File: src/rtl/tmr_pkg.sv
package tmr_pkg;
  localparam int NUM_CH  = 3;
  localparam int BUS_W   = 32;
  localparam int FREE_W  = 40;

  // control word bit positions
  localparam int BIT_EN   = 7;
  localparam int BIT_MODE = 6;
  localparam int BIT_CSEL = 3;
  localparam int FREE_EN_BIT = 8;

  // register offsets inside a channel window
  localparam logic [7:0] OFS_LOAD = 8'h00;
  localparam logic [7:0] OFS_VAL  = 8'h04;
  localparam logic [7:0] OFS_CTRL = 8'h08;
  localparam logic [7:0] OFS_CLR  = 8'h0C;
  localparam logic [7:0] FREE_LO  = 8'h60;
  localparam logic [7:0] FREE_HI  = 8'h64;

  function automatic logic [7:0] chan_base(input int idx);
    case (idx)
      0:       return 8'h00;
      1:       return 8'h20;
      default: return 8'h80;
    endcase
  endfunction

  function automatic int chan_width(input int idx);
    return (idx == 2) ? 32 : 16;
  endfunction

  // next count of a down-counter on a tick
  function automatic logic [31:0] down_next(input logic [31:0] cur,
                                            input logic [31:0] rld,
                                            input logic [31:0] ones,
                                            input logic        periodic);
    if (cur == 32'd0) return periodic ? rld : ones;
    return cur - 32'd1;
  endfunction
endpackage

File: src/rtl/tmr_down_chan.sv
module tmr_down_chan
  import tmr_pkg::*;
#(
  parameter int W = 16
) (
  input  logic         clk,
  input  logic         rst_n,
  input  logic         slow_tick,
  input  logic         fast_tick,
  input  logic         wr_load,
  input  logic         wr_ctrl,
  input  logic         wr_clr,
  input  logic [W-1:0] load_in,
  input  logic         en_in,
  input  logic         mode_in,
  input  logic         csel_in,
  output logic [31:0]  load_o,
  output logic [31:0]  cnt_o,
  output logic [31:0]  ctrl_o,
  output logic         periodic_o,
  output logic         irq_o,
  output logic         wrap_o
);
  localparam logic [31:0] ONES = 32'((64'd1 << W) - 64'd1);

  logic [W-1:0] load_q, cnt_q;
  logic en_q, mode_q, csel_q, irq_q;
  logic step, start;

  assign step   = en_q & (csel_q ? fast_tick : slow_tick);
  assign start  = wr_ctrl & en_in & ~en_q;
  assign wrap_o = step & (cnt_q == '0);

  always_ff @(posedge clk) begin
    if (!rst_n) begin
      load_q <= '0;
      cnt_q  <= '0;
      en_q   <= 1'b0;
      mode_q <= 1'b0;
      csel_q <= 1'b0;
      irq_q  <= 1'b0;
    end else begin
      if (wr_load) load_q <= load_in;
      if (wr_ctrl) begin
        en_q   <= en_in;
        mode_q <= mode_in;
        csel_q <= csel_in;
      end
      if (start)
        cnt_q <= load_q;
      else if (step)
        cnt_q <= W'(down_next(32'(cnt_q), 32'(load_q), ONES, mode_q));
      if (wrap_o)
        irq_q <= 1'b1;
      else if (wr_clr)
        irq_q <= 1'b0;
    end
  end

  always_comb begin
    ctrl_o           = '0;
    ctrl_o[BIT_EN]   = en_q;
    ctrl_o[BIT_MODE] = mode_q;
    ctrl_o[BIT_CSEL] = csel_q;
  end

  assign load_o     = 32'(load_q);
  assign cnt_o      = 32'(cnt_q);
  assign periodic_o = mode_q;
  assign irq_o      = irq_q;
endmodule

File: src/rtl/tmr_free_cnt.sv
module tmr_free_cnt
  import tmr_pkg::*;
#(
  parameter int W = FREE_W
) (
  input  logic         clk,
  input  logic         rst_n,
  input  logic         tick,
  input  logic         wr_hi,
  input  logic         en_in,
  output logic [31:0]  lo_o,
  output logic [31:0]  hi_o,
  output logic [W-1:0] val_o,
  output logic         step_o
);
  logic [W-1:0] cnt_q;
  logic en_q;

  assign step_o = en_q & tick;

  always_ff @(posedge clk) begin
    if (!rst_n) begin
      cnt_q <= '0;
      en_q  <= 1'b0;
    end else begin
      if (wr_hi)  en_q  <= en_in;
      if (step_o) cnt_q <= cnt_q + 1'b1;
    end
  end

  always_comb begin
    hi_o              = '0;
    hi_o[W-33:0]      = cnt_q[W-1:32];
    hi_o[FREE_EN_BIT] = en_q;
  end

  assign lo_o  = cnt_q[31:0];
  assign val_o = cnt_q;
endmodule

File: src/rtl/tick_timer_bank.sv
module tick_timer_bank
  import tmr_pkg::*;
(
  input  logic        clk,
  input  logic        rst_n,
  input  logic        slow_tick,
  input  logic        fast_tick,
  input  logic        free_tick,
  input  logic [7:0]  bus_addr,
  input  logic        bus_wr,
  input  logic [31:0] bus_wdata,
  output logic [31:0] bus_rdata,
  output logic [2:0]  irq
);
  // event wires exposed for the bound checker
  logic [NUM_CH-1:0]        wrap_v, clr_v, periodic_v;
  logic [NUM_CH-1:0][31:0]  load_v, cnt_v, ctrl_v;
  logic [FREE_W-1:0]        free_val;
  logic                     free_step;
  logic [31:0]              free_lo, free_hi;

  for (genvar gi = 0; gi < NUM_CH; gi++) begin : g_ch
    localparam int         CW   = chan_width(gi);
    localparam logic [7:0] BASE = chan_base(gi);

    logic hit_load, hit_ctrl, hit_clr;
    assign hit_load = bus_wr && (bus_addr == (BASE | OFS_LOAD));
    assign hit_ctrl = bus_wr && (bus_addr == (BASE | OFS_CTRL));
    assign hit_clr  = bus_wr && (bus_addr == (BASE | OFS_CLR));
    assign clr_v[gi] = hit_clr;

    tmr_down_chan #(.W(CW)) u_chan (
      .clk        (clk),
      .rst_n      (rst_n),
      .slow_tick  (slow_tick),
      .fast_tick  (fast_tick),
      .wr_load    (hit_load),
      .wr_ctrl    (hit_ctrl),
      .wr_clr     (hit_clr),
      .load_in    (bus_wdata[CW-1:0]),
      .en_in      (bus_wdata[BIT_EN]),
      .mode_in    (bus_wdata[BIT_MODE]),
      .csel_in    (bus_wdata[BIT_CSEL]),
      .load_o     (load_v[gi]),
      .cnt_o      (cnt_v[gi]),
      .ctrl_o     (ctrl_v[gi]),
      .periodic_o (periodic_v[gi]),
      .irq_o      (irq[gi]),
      .wrap_o     (wrap_v[gi])
    );
  end

  tmr_free_cnt #(.W(FREE_W)) u_free (
    .clk    (clk),
    .rst_n  (rst_n),
    .tick   (free_tick),
    .wr_hi  (bus_wr && (bus_addr == FREE_HI)),
    .en_in  (bus_wdata[FREE_EN_BIT]),
    .lo_o   (free_lo),
    .hi_o   (free_hi),
    .val_o  (free_val),
    .step_o (free_step)
  );

  always_comb begin
    bus_rdata = '0;
    if (bus_addr == FREE_LO) bus_rdata = free_lo;
    if (bus_addr == FREE_HI) bus_rdata = free_hi;
    for (int i = 0; i < NUM_CH; i++) begin
      if (bus_addr == (chan_base(i) | OFS_LOAD)) bus_rdata = load_v[i];
      if (bus_addr == (chan_base(i) | OFS_VAL))  bus_rdata = cnt_v[i];
      if (bus_addr == (chan_base(i) | OFS_CTRL)) bus_rdata = ctrl_v[i];
    end
  end
endmodule

File: config.mk
export PLATFORM = sky130hd
export DESIGN_NAME = tick_timer_bank
export DESIGN_NICKNAME = d
export VERILOG_FILES = /design/src/rtl/tmr_pkg.sv /design/src/rtl/tmr_down_chan.sv /design/src/rtl/tmr_free_cnt.sv /design/src/rtl/tick_timer_bank.sv
export SDC_FILE = /design/constraint.sdc
export NUM_CORES = 1
export LEC_CHECK = 0
export CAP_MARGIN = 20
export CORE_MARGIN = 2
export CORE_UTILIZATION = 50
export CTS_BUF_LIST = sky130_fd_sc_hd__clkbuf_4 sky130_fd_sc_hd__clkbuf_8
export CTS_CLUSTER_DIAMETER = 30
export CTS_CLUSTER_SIZE = 25
export DETAILED_ROUTE_END_ITERATION = 6
export PLACE_DENSITY = 0.69
export SLEW_MARGIN = 20
export SYNTH_ARGS = -nofsm -noshare
export SYNTH_HDL_FRONTEND = slang
export SYNTH_HIERARCHICAL = 1
export SYNTH_SLANG_ARGS = --single-unit
export TNS_END_PERCENT = 5
File: constraint.sdc
create_clock -name clk -period 6.42 [get_ports clk]
set_input_delay 1.284 -clock clk [delete_from_list [all_inputs] [get_ports clk]]
set_output_delay 1.284 -clock clk [all_outputs]
set_load 0.03 [all_outputs]
==> impl_results.md <==
- Crit path max-delay family: simple AND/OR/NAND/NOR gates
- Synthesis warning total: 6
- Worst reg2reg endpoint: g_ch[2].u_chan/cnt_o[19]$_SDFFE_PN0P_
- Slew headroom: 27.64%
- Synthesized area per cell: 7.683 um^2
- Total CTS buffers: 17
- Worst Hold End: u_free/val_o[33]$_SDFFE_PN0P_
- Die height: 172.0 um
- Sequential group share of total power: 52.3%
- Die ar.: 29570 um^2
- Hold path depth: 2
- TritonCTS clock tree: yes
- Clock edge transition at the registers on the reported setup and hold paths: 100 ps
- Worst stage delay on the critical path: 840 ps
- I/O Buffers: 80
- Register-to-Register Path Depth: 6
- CP Class: primary input to primary output
- First-pass GRT wire length: 69520 um
- # DRC: 11
- Worst path arrival time: 4370 ps
- WL/cell: 20.67 um
- Fill count: 2752
- Clk_skew: 17.93 ps
- Vias: 13610
- Util after Layout: 53.62%
- Status: complete, but fails checks
- Core ar.: 27780 um^2
- Crit-path cells: clkdlybuf4s50_1 -> or4b_1 -> nor3_4 -> o311a_1 -> a21oi_1 -> a31oi_1 -> buf_12
- Min-Delay Path Class: flop to flop
- Bufs and invs on worst path: 2
- Final wirelength: 45630 um
- Clock power frac: 36.5%
- PwrDens: 144.6 nW/um^2
- Power Internal: 1.548 mW
- Root Buffer: clkbuf_8
- Startpoint types: primary input
- Hold-fix buffers, CTS: 0
- Initial Utilization: 50.77%
- Slew @ Worst Pin: 1085 ps
- Setup TNS: 0 ps
- Clk Latency, worst-skew pair: 500 ps
- Worst Path Required: 5140 ps
- Postcts setup bufs: 0
- Violated checks: DRC
- Global placer's final weighted congestion: 0.9973
- Nets: 1872
- Layout cell share with drive strength beyond 1: 7.272%
- # Max-Cap Violations: 0
- Antenna Nets Post-Route: 0
- Switching part of the total: 28.12%
- Max stage delay cell, worst path: or4b_1
- Fmax: 176.8 MHz
- Post-detail-place hpwl: 32850 um
- GRT overflow: 0
- Cell area after synthesis: 14110 um^2
- # IOs: 81
- Crit path max fanout: 16
- All-layer global routing usage: 30.39%
- Slew Viols, Final: 0
- Ant. Diodes: 0
- Total power: 2.154 mW
- Crit path time final: 5655 ps
- H-tree Lvls: 4
- Gate power share: 11.2%
- Worst Setup SP: bus_addr[4]
- Hold Violations, Final: 0
- Die Wd: 172.0 um
- Final setup fails: 0
- VDD IR max: 0.0002420 V
- Min-delay src: u_free/val_o[33]$_SDFFE_PN0P_
- Vias in the first global route: 12110
- Mapped Cells: 1836
- Final period utilization: 88.08%
- Psw: 0.6057 mW
- CP Capture Type: primary output
- Synthesis-to-layout area growth: 5.597%
- FP Rows: 61
- Post-CTS Resized: 0
- Clock Sinks: 181
- CTS Buffer Depth: 2
- DR vias/cell: 6.168
- Largest net degree at the start of global routing: 94
- Unrepaired setup endpoints after global routing: false
- Antenna violations before repair: 0
- DRT Pass-1 Iters: 7
- Register-to-Register Setup Slack: 3420 ps
- Reg2reg start: g_ch[2].u_chan/cnt_o[18]$_SDFFE_PN0P_
- Initial DRC count: 1765
- Leak: 5.243 nW
[tightest hold or removal path: stages (launching register included)]
cell	delay [ps]
dfxtp_1	350
nand2_1	60
mux2i_1	50
[metrics by stage]
step	cells	instance area, um^2	setup WS [ps]	hold slack [ps]
global placement	2178	14520	852.6	471.4
global route	2207	14900	697.2	507.3
detailed placement	2178	14520	823.8	480.5
finish	2207	14900	765.0	494.5
floorplan	2006	14740	1965	451.8
CTS	2207	14900	830.0	493.3
[final cells by class]
class                   instances  area [um^2]  area share (%)
inverters                      39        146.4          0.9828
well taps                     378        473.0           3.175
multi-input cells            1467         9042           60.71
clock buffers                  20        275.3           1.848
repair buffers                113         1239           8.316
flip-flops and latches        181         3623           24.33
clock inverters                 9        96.34          0.6468
[state kept, by name, indices dropped and copies added (netlist names)]
register,count
g_ch.u_chan/load_o,32
g_ch.u_chan/periodic_o,3
g_ch.u_chan/cnt_o,32
u_free/val_o,40
g_ch.u_chan/irq_o,3
g_ch.u_chan/load_q,32
g_ch.u_chan/en_q,3
g_ch.u_chan/cnt_q,32
u_free/en_q,1
g_ch.u_chan/csel_q,3
[worst max-delay path by stage]
| stage | to | slack, ps | cells after the start |
|---|---|---|---|
| global placement | bus_rdata[13] | 850 | 7 |
| CTS | bus_rdata[13] | 830 | 7 |
| finish | bus_rdata[13] | 760 | 7 |
| floorplan | bus_rdata[14] | 1960 | 6 |
| global route | bus_rdata[13] | 700 | 7 |
| detailed placement | bus_rdata[13] | 820 | 7 |
[cell usage in the layout (no fill, tap or decap), types with 9 or more instances in the layout]
cell type and count:
a21o_1 13, o211ai_1 16, buf_4 45, o21ai_0 132, mux2i_1 103, a222oi_1 10, inv_1 38, a221o_1 10
and3_1 21, a22o_1 11, a21oi_1 131, nor2_1 101, nand2_1 117, nor4_1 23, nor2b_1 81, conb_1 174
buf_12 22, a22oi_1 29, o21ai_1 11, o221ai_1 24, a211oi_1 14, nor3_1 57, clkdlybuf4s50_1 46, xnor2_1 18
o22ai_1 35, clkbuf_8 20, or4_1 37, xor2_1 9, nand3_1 59, a31oi_1 15, dfxtp_1 181, or3_1 22
o2bb2ai_1 14, o31ai_1 26, nand4_1 17
[metal layers]
layer  GRT usage (%)  up-vias  wire length [um]  part of all wire [%]
met4           9.280        2              1125                   2.5
met5           1.739        -                65                  0.14
li1                -     6410                 -                     -
met2           47.01      666             20310                    45
met3           4.921       74              4068                   8.9
met1           43.15     6460             20050                    44
[power by group through the flow]
stage | Clock [mW] | Combinational, mW | Sequential [mW]
6_report | 0.786 | 0.242 | 1.13
5_1_grt | 0.846 | 0.259 | 1.13
4_1_cts | 0.799 | 0.234 | 1.13
3_5_place_dp | 0 | 0.233 | 1.15
3_3_place_gp | 0 | 0.232 | 1.15
2_1_floorplan | 0 | 0.221 | 1.15
Note: power is estimated with default switching activity, not from simulation.
